===== src/rtl/bfc_pkg.sv =====
package bfc_pkg;

    localparam logic [15:0] UNLOCK_KEY = 16'h0B16;

    typedef enum logic [2:0] {
        SQ_IDLE,
        SQ_CG_ON,
        SQ_FENCE,
        SQ_WAIT,
        SQ_CG_OFF
    } seq_state_e;

    function automatic logic key_ok(input logic [31:0] word);
        return (word[31:16] == UNLOCK_KEY) && word[0];
    endfunction

endpackage


===== src/rtl/bfc_sync2.sv =====
module bfc_sync2 #(
    parameter int W = 8
) (
    input  logic         clk,
    input  logic         rst,
    input  logic [W-1:0] d,
    output logic [W-1:0] q
);
    logic [W-1:0] meta;

    always_ff @(posedge clk) begin
        if (rst) begin
            meta <= '0;
            q    <= '0;
        end else begin
            meta <= d;
            q    <= meta;
        end
    end
endmodule


===== src/rtl/bfc_w1sc_reg.sv =====
module bfc_w1sc_reg #(
    parameter int W = 8
) (
    input  logic         clk,
    input  logic         rst,
    input  logic [W-1:0] set_bits,
    input  logic [W-1:0] clr_bits,
    output logic [W-1:0] q
);
    always_ff @(posedge clk) begin
        if (rst) q <= '0;
        else     q <= (q | set_bits) & ~clr_bits;
    end
endmodule


===== src/rtl/bfc_unlock.sv =====
module bfc_unlock (
    input  logic        clk,
    input  logic        rst,
    input  logic        we,
    input  logic [31:0] wdata,
    output logic        unlocked
);
    import bfc_pkg::*;

    always_ff @(posedge clk) begin
        if (rst)     unlocked <= 1'b0;
        else if (we) unlocked <= key_ok(wdata);
    end
endmodule


===== src/rtl/bfc_seq.sv =====
module bfc_seq #(
    parameter int NPORT       = 8,
    parameter int TIMEOUT_CYC = 500
) (
    input  logic             clk,
    input  logic             rst,
    input  logic             start,
    input  logic             fence_mode,
    input  logic [NPORT-1:0] mask,
    input  logic [NPORT-1:0] idle_sync,
    output logic [NPORT-1:0] cg_set,
    output logic [NPORT-1:0] cg_clr,
    output logic [NPORT-1:0] en_set,
    output logic [NPORT-1:0] en_clr,
    output logic [NPORT-1:0] mask_q,
    output logic             busy,
    output logic             done,
    output logic             timeout
);
    import bfc_pkg::*;

    localparam int CW = $clog2(TIMEOUT_CYC + 1);
    localparam logic [CW-1:0] LAST = CW'(TIMEOUT_CYC - 1);

    seq_state_e state;
    logic       mode_q;
    logic [CW-1:0] cnt;
    logic       matched;

    assign matched = (idle_sync & mask_q) == mask_q;
    assign busy    = (state != SQ_IDLE);

    always_comb begin
        cg_set = '0;
        cg_clr = '0;
        en_set = '0;
        en_clr = '0;
        case (state)
            SQ_CG_ON:  cg_set = mask_q;
            SQ_FENCE:  if (mode_q) en_set = mask_q; else en_clr = mask_q;
            SQ_CG_OFF: cg_clr = mask_q;
            default: ;
        endcase
    end

    always_ff @(posedge clk) begin
        if (rst) begin
            state   <= SQ_IDLE;
            mask_q  <= '0;
            mode_q  <= 1'b0;
            cnt     <= '0;
            done    <= 1'b0;
            timeout <= 1'b0;
        end else begin
            done    <= 1'b0;
            timeout <= 1'b0;
            case (state)
                SQ_IDLE: if (start) begin
                    mask_q <= mask;
                    mode_q <= fence_mode;
                    state  <= SQ_CG_ON;
                end
                SQ_CG_ON: state <= SQ_FENCE;
                SQ_FENCE: begin
                    cnt   <= '0;
                    state <= mode_q ? SQ_WAIT : SQ_CG_OFF;
                end
                SQ_WAIT: begin
                    if (matched) begin
                        state <= SQ_CG_OFF;
                    end else if (cnt == LAST) begin
                        timeout <= 1'b1;
                        state   <= SQ_IDLE;
                    end else begin
                        cnt <= cnt + 1'b1;
                    end
                end
                SQ_CG_OFF: begin
                    done  <= 1'b1;
                    state <= SQ_IDLE;
                end
                default: state <= SQ_IDLE;
            endcase
        end
    end
endmodule


===== src/rtl/bus_fence_ctrl.sv =====
module bus_fence_ctrl #(
    parameter int NPORT       = 8,
    parameter int TIMEOUT_CYC = 500
) (
    input  logic             clk,
    input  logic             rst,
    input  logic             unlock_we,
    input  logic [31:0]      unlock_wdata,
    input  logic             req_valid,
    input  logic             req_fence,
    input  logic [NPORT-1:0] req_mask,
    input  logic [NPORT-1:0] port_idle,
    output logic [NPORT-1:0] fence_en,
    output logic [NPORT-1:0] clkgate_en,
    output logic             busy,
    output logic             done,
    output logic             timeout
);
    logic             unlocked;
    logic             start;
    logic [NPORT-1:0] idle_sync;
    logic [NPORT-1:0] cg_set, cg_clr, en_set, en_clr, mask_q;

    bfc_unlock u_unlock (
        .clk(clk), .rst(rst), .we(unlock_we), .wdata(unlock_wdata),
        .unlocked(unlocked)
    );

    bfc_sync2 #(.W(NPORT)) u_sync (
        .clk(clk), .rst(rst), .d(port_idle), .q(idle_sync)
    );

    assign start = req_valid && unlocked && !busy;

    bfc_seq #(.NPORT(NPORT), .TIMEOUT_CYC(TIMEOUT_CYC)) u_seq (
        .clk(clk), .rst(rst), .start(start), .fence_mode(req_fence),
        .mask(req_mask), .idle_sync(idle_sync),
        .cg_set(cg_set), .cg_clr(cg_clr), .en_set(en_set), .en_clr(en_clr),
        .mask_q(mask_q), .busy(busy), .done(done), .timeout(timeout)
    );

    bfc_w1sc_reg #(.W(NPORT)) u_fence_reg (
        .clk(clk), .rst(rst), .set_bits(en_set), .clr_bits(en_clr),
        .q(fence_en)
    );

    bfc_w1sc_reg #(.W(NPORT)) u_cg_reg (
        .clk(clk), .rst(rst), .set_bits(cg_set), .clr_bits(cg_clr),
        .q(clkgate_en)
    );
endmodule


===== config.mk =====
export PLATFORM = sky130hd
export DESIGN_NAME = bus_fence_ctrl
export DESIGN_NICKNAME = d
export VERILOG_FILES = /design/src/rtl/bfc_pkg.sv /design/src/rtl/bfc_sync2.sv /design/src/rtl/bfc_w1sc_reg.sv /design/src/rtl/bfc_unlock.sv /design/src/rtl/bfc_seq.sv /design/src/rtl/bus_fence_ctrl.sv
export SDC_FILE = /design/constraint.sdc
export NUM_CORES = 1
export LEC_CHECK = 0
export ABC_AREA = 1
export BUFFER_PORTS_ARGS = -buffer_cell sky130_fd_sc_hd__buf_2
export CELL_PAD_IN_SITES_DETAIL_PLACEMENT = 1
export CELL_PAD_IN_SITES_GLOBAL_PLACEMENT = 1
export CORE_MARGIN = 1.5
export CORE_UTILIZATION = 35
export DETAILED_ROUTE_END_ITERATION = 12
export GPL_TIMING_DRIVEN = 0
export PLACE_DENSITY = 0.88
export SKIP_LAST_GASP = 1
export SLEW_MARGIN = 20
export SYNTH_ARGS = -nofsm -noshare
export SYNTH_HDL_FRONTEND = slang
export SYNTH_SLANG_ARGS = --single-unit

===== constraint.sdc =====
create_clock -name clk -period 1.8 [get_ports clk]
set_input_delay 0.36 -clock clk [delete_from_list [all_inputs] [get_ports clk]]
set_output_delay 0.36 -clock clk [all_outputs]
set_load 0.05 [all_outputs]

==> qor.txt, run 1 <==
Die Y - 83.6 um
CP endpoint kind - output port
antenna cells - 0
TritonCTS Buffers - 5
Finished Layout Cells - 447
Synth warnings - 0
met1 Use GR - 20.1%
CP required - 1440 ps
FILL cells - 841
P per Cell Area - 763 nW/um^2
Post-synth EDFFs - 0
Top FF cell, synth - dfxtp_1
final hold slack - 235 ps
Final Cycle Share - 93.0%
DRC errors left - 0
PostCTS Resize Cnt - 0
Slew HR - 62.6%
Initial Utilization - 36.0%
most frequent CP cell - buf_2
Initial DRC Count - 74
outcome - finished clean
Post-Route Skew - 11.1 ps
Post-Route WL - 6260 um
Avg Vias per Cell - 4.90
final worst path period need - 1670 ps
Top Usage Layer GRT - met2
row cnt - 29
main combinational cell family by area after synthesis - simple AND/OR/NAND/NOR gates
worst-case vdd ir drop - 568 uV
reg2reg end - u_seq.mask_q[7]
CTS H-tree lvls - 2
dominant cell type by area after synthesis - dfxtp_1
Hold Path Sink - u_sync.meta[5]
TritonRoute pass-1 iters - 4
Synth top cells by count - 62 x nor2_1, 56 x dfxtp_1, 48 x inv_1, 41 x nand2_1, 27 x a21oi_1
All-Layer GR Usage - 18.9%
vias in the first global route - 2,358
#FFs+latches synth - 56
Worst R2R Setup Slack - 250 ps
Post-Synth Simple-Gate Area - 26.3%
Post-Syn Area - 2270 um^2
antenna violations before repair - 0
clock-pin transition on the worst setup and hold timing paths - 110 ps
Core ar. - 6310 um^2
Hold Path Origin - port_idle[5]
setup_tns - 0 ps
clk buf depth - 2
I/O pin count - 72
Synth Area per Inst - 7.40 um^2
Worst Path Buf+Inv - 3
XOR/XNOR Fraction of Synth Area - 0%
Final Hold Fails - 0
first-pass GRT wire length - 10,700 um
Final GP Congestion - 0.803
CTS root buf - clkbuf_8
CTS Hold Bufs - 0
Final nets - 423
Worst-Margin Slew - 561 ps
Area growth syn-to-layout - 20.3%
M3 GR Usage - 4.55%
ys async rst share - 0%
leakage - 1.21 nW
unrepaired setup endpoints after global routing - false
WP data arrival - 1310 ps
# port buffers - 55
critical-path cell list - buf_2, inv_1, nand2_1, buf_2
min-delay worst type - input pin to flip-flop
most frequent cell after synthesis - nor2_1
largest net degree at the start of global routing - 19
sequential cell area fraction in the yosys report - 49.4%
Hold Crit Depth - 3
slowest library cell on the worst path - dfxtp_1
Net Count, Synth - 361
GRT overflow - 0
RR Startpoint - u_seq.state[0]
Final ANT Viol Nets - 0
post-synthesis compound-gate area fraction - 14.3%
Post-Synth Adder-Cell Area - 0.551%
wire per inst - 14.0 um
DP HPWL - 4730 um
Post-Place Cells - 439
number of library cell types mapped by synthesis - 27
Fmax - 0.598 GHz
layout cells sized above 1 - 19.7%
Synth top area share - 49.4%
routed via count - 2,189
max-slew violations - 0
endpoints failing setup - 0
CP delay by family, top - buffers and inverters
Setup Buffers After CTS - 0
worst r2r path cells - 5
max cap viols - 0
met2 GRT Util - 36.0%
Worst-Skew Late Latency - 320 ps
die area - 6980 um^2
Gate Count Post-Synth - 307
Worst Path Max Fanout - 5
crit path launch type - flip-flop
mux cell area share after synthesis - 0%
crit-path max cell delay - 320 ps
Area contributors post-synth - dfxtp_1 49%, nor2_1 10%, inv_1 7.9%
CTS sink count - 56
CTS tree - built
crit path kind - flip-flop to output port
Die Width - 83.6 um
[placed cells by master, fill, tap and decap left out, types with 5 or more instances in the layout]
master    netlist  final
a21oi_1        27     27
buf_2           1     56
clkbuf_1        6      7
clkbuf_8        0      5
dfxtp_1        56     56
inv_1          48     48
nand2_1        41     41
nand3_1        15     15
nor2_1         62     62
o21ai_0        17     17
o22ai_1         8      8
[flip-flops by register name, indices dropped and copies added (netlist names), 3 cells and up]
signal,flops
u_cg_reg.q,8
u_fence_reg.q,8
u_seq.cnt,9
u_seq.mask_q,8
u_seq.state,3
u_sync.meta,8
u_sync.q,8
[layout make-up]
cell class,count,area [um^2],share of cell area (%)
Sequential cell,56,1120,41.0
Multi-Input combinational cell,195,935,34.2
Timing Repair Buffer,55,275,10.1
Inverter,48,180,6.59
Tap cell,77,96.3,3.53
Clock buffer,6,72.6,2.66
Buffer,8,35.0,1.28
Clock inverter,2,17.5,0.641
[through the flow]
step	power (mW)	area [um^2]	utilization, %	setup WS, ps
after floorplan	1.33	2270	-	525
after global placement	1.38	2640	41.9	374
after detailed placement	1.39	2640	41.9	301
after CTS	2.10	2730	43.3	117
after global routing	2.17	2730	43.3	67.0
final	2.08	2730	43.3	127
[cell families (layout without fill, tap and decap cells)]
kind of cell,Yosys count,count (layout)
buffers and inverters,56,119
adders and majority gates,1,1
and+or+nand+nor,134,134
AOI/OAI and AO/OA,60,60
DFF,56,56
[report_power, final]
group | leakage [nW] | total (mW) | switching [mW] | internal, mW
combinational | 0.706 | 0.100 | 0.0555 | 0.0445
clock | 0.0462 | 0.725 | 0.439 | 0.286
sequential | 0.454 | 1.26 | 0.00460 | 1.26
[routing by layer]
layer	part of all wire [%]	wire [um]	vias to the layer above
met5	0	0	-
met4	1.5	93	0
met3	2.8	175	9
met2	54	3400	34
met1	41	2590	1049
li1	-	-	1097
[worst reg2reg max path: stages, from the launching register on]
cell and delay, ps:
dfxtp_1 400, nor2_2 210, nand3_1 330, buf_4 310, o21ai_1 150, a21oi_1 60
[worst max-delay path by stage]
stage / depth (start not counted) / slack, ps / startpoint / to
2_1_floorplan: 4 / 530 / u_seq.state[0] / u_seq.state[0]
3_3_place_gp: 5 / 370 / rst / u_seq.cnt[0]
3_5_place_dp: 5 / 300 / rst / u_seq.cnt[8]
4_1_cts: 4 / 120 / u_seq.state[1] / busy
5_1_grt: 4 / 70 / u_seq.state[1] / busy
6_report: 4 / 130 / u_seq.state[1] / busy
(Power assumes the default switching activity.)
==> run 2: changes to the inputs <==
--- a/config.mk
+++ b/config.mk
@@ -9,6 +9,7 @@
 export BUFFER_PORTS_ARGS = -buffer_cell sky130_fd_sc_hd__buf_2
 export CELL_PAD_IN_SITES_DETAIL_PLACEMENT = 1
 export CELL_PAD_IN_SITES_GLOBAL_PLACEMENT = 1
+export CORE_ASPECT_RATIO = 1.1
 export CORE_MARGIN = 1.5
 export CORE_UTILIZATION = 35
 export DETAILED_ROUTE_END_ITERATION = 12
==> run 2 against run 1 <==
Clock skew is essentially flat. Hold slack lost 1.5 ps. Register-to-register slack gained 70 ps. Critical path type unchanged.
==> qor.txt, run 2 (synthesis results as in run 1) <==
endpoints failing setup - 0 (unchanged)
Slew HR - 67.3% (+4.7 points)
final worst path period need - 1660 ps (-17.8 ps)
Final GP Congestion - 0.840 (+4.7%)
Final Hold Fails - 0 (unchanged)
Finished Cell Area - 2740 um^2 (+0.32%)
Initial Utilization - 36.4% (+0.48 points)
crit-path max cell delay - 320 ps (about the same)
WP data arrival - 1300 ps (about the same)
commonest non-fill, non-tap cell in the layout - nor2_1
DP HPWL - 4640 um (-2.1%)
PostCTS Resize Cnt - 0 (unchanged)
leakage - 1.21 nW (+0.24%)
All-Layer GR Usage - 18.5% (-0.38 points)
crit path launch type - flip-flop
Largest register FFs - 9 (unchanged)
CP endpoint kind - output port
layout cells sized above 1 - 20.0% (+0.27 points)
CTS root buf - clkbuf_8
Avg Vias per Cell - 4.87 (-0.58%)
Area growth syn-to-layout - 20.7%
antenna violations before repair - 0 (unchanged)
row cnt - 30 (+3.4%)
Worst Path Buf+Inv - 3 (unchanged)
Worst Path Max Fanout - 5 (unchanged)
unrepaired setup endpoints after global routing - false
Final nets - 423 (unchanged)
Final Cycle Share - 92.0% (-0.99 points)
TritonRoute pass-1 iters - 4 (unchanged)
Finished Layout Cells - 450 (+0.67%)
clk buf depth - 2 (unchanged)
Post-Route WL - 5960 um (-4.8%)
largest net degree at the start of global routing - 20 (+1)
setup_tns - 0 ps (unchanged)
max-slew violations - 0 (unchanged)
P per Cell Area - 761 nW/um^2 (-0.30%)
# port buffers - 55 (unchanged)
Die Y - 87.5 um (+4.7%)
die area - 6980 um^2 (about the same)
slowest library cell on the worst path - dfxtp_1
DRC errors left - 0 (unchanged)
Initial DRC Count - 47 (-36%)
DP Area - 2650 um^2 (+0.14%)
antenna cells - 0 (unchanged)
CTS Hold Bufs - 0 (unchanged)
max cap viols - 0 (unchanged)
most frequent CP cell - buf_2
Worst-Margin Slew - 488 ps (-72.2 ps)
Post-Route Skew - 10.8 ps (-0.274 ps)
CTS sink count - 56 (unchanged)
wire per inst - 13.2 um (-5.4%)
I/O pin count - 72 (unchanged)
worst-case vdd ir drop - 449 uV (-21%)
CTS tree - built
commonest non-fill, non-tap cells in the layout - 62 x nor2_1, 56 x buf_2, 56 x dfxtp_1, 48 x inv_1, 41 x nand2_1
Largest Register - u_seq.cnt
TritonCTS Buffers - 5 (unchanged)
routed via count - 2,191 (+0.091%)
min-delay worst type - input pin to flip-flop
total power - 2.09 mW (about the same)
clock-pin transition on the worst setup and hold timing paths - 110 ps (about the same)
outcome - finished clean
Setup Buffers After CTS - 0 (unchanged)
vias in the first global route - 2,154 (-8.7%)
Die Width - 79.8 um (-4.5%)
CP delay by family, top - buffers and inverters
CP required - 1440 ps (about the same)
Layout Utilization - 44.0% (+0.71 points)
critical-path cell list - buf_2, inv_1, nand2_1, buf_2
Final ANT Viol Nets - 0 (unchanged)
Post-Place Cells - 442 (+0.68%)
CTS H-tree lvls - 2 (unchanged)
crit path kind - flip-flop to output port
first-pass GRT wire length - 10000 um (-6.2%)
GRT overflow - 0 (unchanged)
Worst-Skew Late Latency - 320 ps (about the same)
Core ar. - 6230 um^2 (-1.3%)
Fmax - 0.604 GHz (+1.1%)
-- run 2: area by class of cell --
class                   count  area [um^2]
clock inverters             3         26.3
inverters                  48          180
fillers                   859         3490
clock buffers               5         68.8
repair buffers             55          275
plain buffers               8         35.0
multi-input cells         195          935
well taps                  80          100
flip-flops and latches     56         1120
-- run 2: per-stage QoR --
step	setup slack [ps]	hold WS [ps]
2_1_floorplan	525	388
3_3_place_gp	388	391
3_5_place_dp	301	404
4_1_cts	156	230
5_1_grt	94.7	222
6_report	145	234
-- run 2: worst paths after layout --
path | from | to | slack (ps) | depth (start not counted)
worst max-delay path | u_seq.state[1] | busy | 140 | 4
worst min-delay path | port_idle[2] | u_sync.meta[2] | 230 | 3
worst max register to register | u_seq.state[0] | u_fence_reg.q[5] | 320 | 6
worst min register to register | u_sync.meta[6] | u_sync.q[6] | 420 | 2
-- run 2: where the power goes --
part	internal, mW	switching (mW)
combinational	0.0444	0.0536
sequential	1.26	0.00460
clock	0.288	0.440
-- run 2: worst register-to-register path, cell delays in order (launching register included) --
cell and delay (ps):
dfxtp_1 380, nor2_2 200, nand2_2 200, nor2_2 150, inv_1 170, o22ai_1 210
nor2_1 60
-- run 2: layer usage --
| layer | part of all wire, % | routed length, um | global-route usage (%) |
|---|---|---|---|
| met3 | 3.9 | 235 | 3.98 |
| met2 | 53 | 3130 | 34.1 |
| met4 | 1.8 | 106 | 6.11 |
| met1 | 42 | 2490 | 21.0 |
| met5 | 0 | 0 | 0 |
==> run 3: changes to the inputs <==
--- a/config.mk
+++ b/config.mk
@@ -7,14 +7,14 @@
 export LEC_CHECK = 0
 export ABC_AREA = 1
 export BUFFER_PORTS_ARGS = -buffer_cell sky130_fd_sc_hd__buf_2
-export CELL_PAD_IN_SITES_DETAIL_PLACEMENT = 1
-export CELL_PAD_IN_SITES_GLOBAL_PLACEMENT = 1
 export CORE_ASPECT_RATIO = 1.1
 export CORE_MARGIN = 1.5
 export CORE_UTILIZATION = 35
 export DETAILED_ROUTE_END_ITERATION = 12
+export GPL_ROUTABILITY_DRIVEN = 0
 export GPL_TIMING_DRIVEN = 0
-export PLACE_DENSITY = 0.88
+export PLACE_DENSITY = 0.68
+export SKIP_CTS_REPAIR_TIMING = 1
 export SKIP_LAST_GASP = 1
 export SLEW_MARGIN = 20
 export SYNTH_ARGS = -nofsm -noshare
==> run 3 against run 2 <==
Clock-buffer cell count is the same. Critical path depth is the same. Hold slack gained 2.6 ps. Global-route usage shrank 3.0 points. Die area is the same. Total power shrank 1.3%. Maximum frequency shrank 0.52%. Largest power group unchanged. Critical endpoint unchanged. Non-clock buffer count is the same. Via count shrank 5.6%. Final cell count is the same. Clock skew shrank 4.0 ps.
==> qor.txt, run 3 (synthesis results as in run 1) <==
outcome - finished clean
Avg Vias per Cell - 4.60 (-5.6%)
CTS root buf - clkbuf_8
Area growth syn-to-layout - 20.6%
commonest non-fill, non-tap cells in the layout - 62 x nor2_1, 56 x buf_2, 56 x dfxtp_1, 48 x inv_1, 41 x nand2_1
CTS H-tree lvls - 2 (unchanged)
WP data arrival - 1300 ps (about the same)
Die Y - 87.5 um (unchanged)
Core ar. - 6230 um^2 (unchanged)
CTS tree - built
final worst path period need - 1660 ps (+8.63 ps)
DP Area - 2650 um^2 (unchanged)
TritonCTS Buffers - 5 (unchanged)
I/O pin count - 72 (unchanged)
Post-Place Cells - 442 (unchanged)
die area - 6980 um^2 (unchanged)
antenna violations before repair - 0 (unchanged)
Comb pwr share - 4.6% (about the same)
unrepaired setup endpoints after global routing - false
Worst-Skew Late Latency - 310 ps (about the same)
Power Internal - 1.58 mW (-0.51%)
crit path kind - flip-flop to output port
Slew HR - 66.7% (-0.62 points)
leakage - 1.21 nW (about the same)
min-delay worst type - input pin to flip-flop
CP required - 1440 ps (about the same)
GRT overflow - 0 (unchanged)
vias in the first global route - 1,901 (-12%)
first-pass GRT wire length - 8320 um (-17%)
clock-pin transition on the worst setup and hold timing paths - 100 ps (about the same)
DP HPWL - 3730 um (-20%)
Final ANT Viol Nets - 0 (unchanged)
Finished Cell Area - 2740 um^2 (-0.14%)
Worst-Margin Slew - 499 ps (+10.7 ps)
DRC errors left - 0 (unchanged)
max cap viols - 0 (unchanged)
clock network power share - 34.2% (-0.7 points)
TritonRoute pass-1 iters - 4 (unchanged)
Hold Path Sink - u_sync.meta[2]
switch share - 23.3% (-0.62 points)
Finished Layout Cells - 450 (unchanged)
Worst R2R Setup Slack - 350 ps (+30 ps)
Largest Register - u_seq.cnt
routed via count - 2,069 (-5.6%)
P per Cell Area - 752 nW/um^2 (-1.2%)
Fmax - 0.601 GHz (-0.52%)
P_sw - 0.479 mW (-3.9%)
Post-Route Skew - 6.78 ps (-4.02 ps)
antenna cells - 0 (unchanged)
# port buffers - 55 (unchanged)
RR Startpoint - u_seq.state[0]
setup_tns - 0 ps (unchanged)
Largest register FFs - 9 (unchanged)
worst-case vdd ir drop - 453 uV (+0.93%)
sequential share of power - 61.2% (+0.8 points)
Final nets - 423 (unchanged)
commonest non-fill, non-tap cell in the layout - nor2_1
Initial Utilization - 36.4% (unchanged)
wire per inst - 11.3 um (-14%)
Initial DRC Count - 100 (+110%)
reg2reg end - u_fence_reg.q[6]
Die Width - 79.8 um (unchanged)
Hold Crit Depth - 3 (unchanged)
Post-Route WL - 5100 um (-14%)
largest net degree at the start of global routing - 19 (-5.0%)
CTS sink count - 56 (unchanged)
Worst Path Max Fanout - 5 (unchanged)
Final Hold Fails - 0 (unchanged)
row cnt - 30 (unchanged)
Final Cycle Share - 92.4% (+0.48 points)
clk buf depth - 2 (unchanged)
crit path launch type - flip-flop
worst r2r path cells - 6 (unchanged)
All-Layer GR Usage - 15.5% (-3.0 points)
Hold Path Origin - port_idle[2]
endpoints failing setup - 0 (unchanged)
layout cells sized above 1 - 20.0% (unchanged)
CP endpoint kind - output port
max-slew violations - 0 (unchanged)
-- run 3: worst max path at each step --
stage / from / to / slack, ps / cells past startpoint
after CTS: u_seq.state[1] / busy / 150 / 4
after detailed placement: u_seq.state[0] / u_fence_reg.q[6] / 350 / 6
after global routing: u_seq.state[1] / busy / 50 / 4
final: u_seq.state[1] / busy / 140 / 4
after global placement: req_valid / u_seq.mask_q[7] / 380 / 7
after floorplan: u_seq.state[0] / u_seq.state[0] / 530 / 4
-- run 3: critical path, stage by stage (launching register included) --
cell	delay, ps
dfxtp_1	320
buf_2	170
inv_1	80
nand2_1	130
buf_2	290
-- run 3: layer usage --
metal	global-route usage [%]	vias to the layer above	wire [um]
li1	-	1098	-
met1	17.4	913	2280
met2	29.0	51	2500
met3	3.46	7	263
met4	4.86	0	65
met5	0	-	0
-- run 3: power by group through the flow --
stage	logic [mW]	registers, mW	clock network [mW]
after floorplan	0.0449	1.29	0
after global placement	0.0947	1.29	0
after detailed placement	0.0966	1.29	0
after CTS	0.0971	1.26	0.737
after global routing	0.109	1.26	0.768
final	0.0949	1.26	0.704
-- run 3: final cells by class --
class / instances / area (um^2)
plain buffers: 8 / 35.0
well taps: 80 / 100
clock inverters: 3 / 22.5
inverters: 48 / 180
fillers: 662 / 3490
flip-flops and latches: 56 / 1120
clock buffers: 5 / 68.8
repair buffers: 55 / 275
multi-input cells: 195 / 935
-- run 3: per-stage QoR --
step                      hold slack (ps)  total power, mW  util, %  worst slack (ps)
after floorplan                       388             1.33        -               525
after global placement                391             1.38     42.5               375
after detailed placement              393             1.38     42.5               351
after CTS                             228             2.09     43.9               152
after global routing                  239             2.14     43.9              51.1
final                                 237             2.06     43.9               136
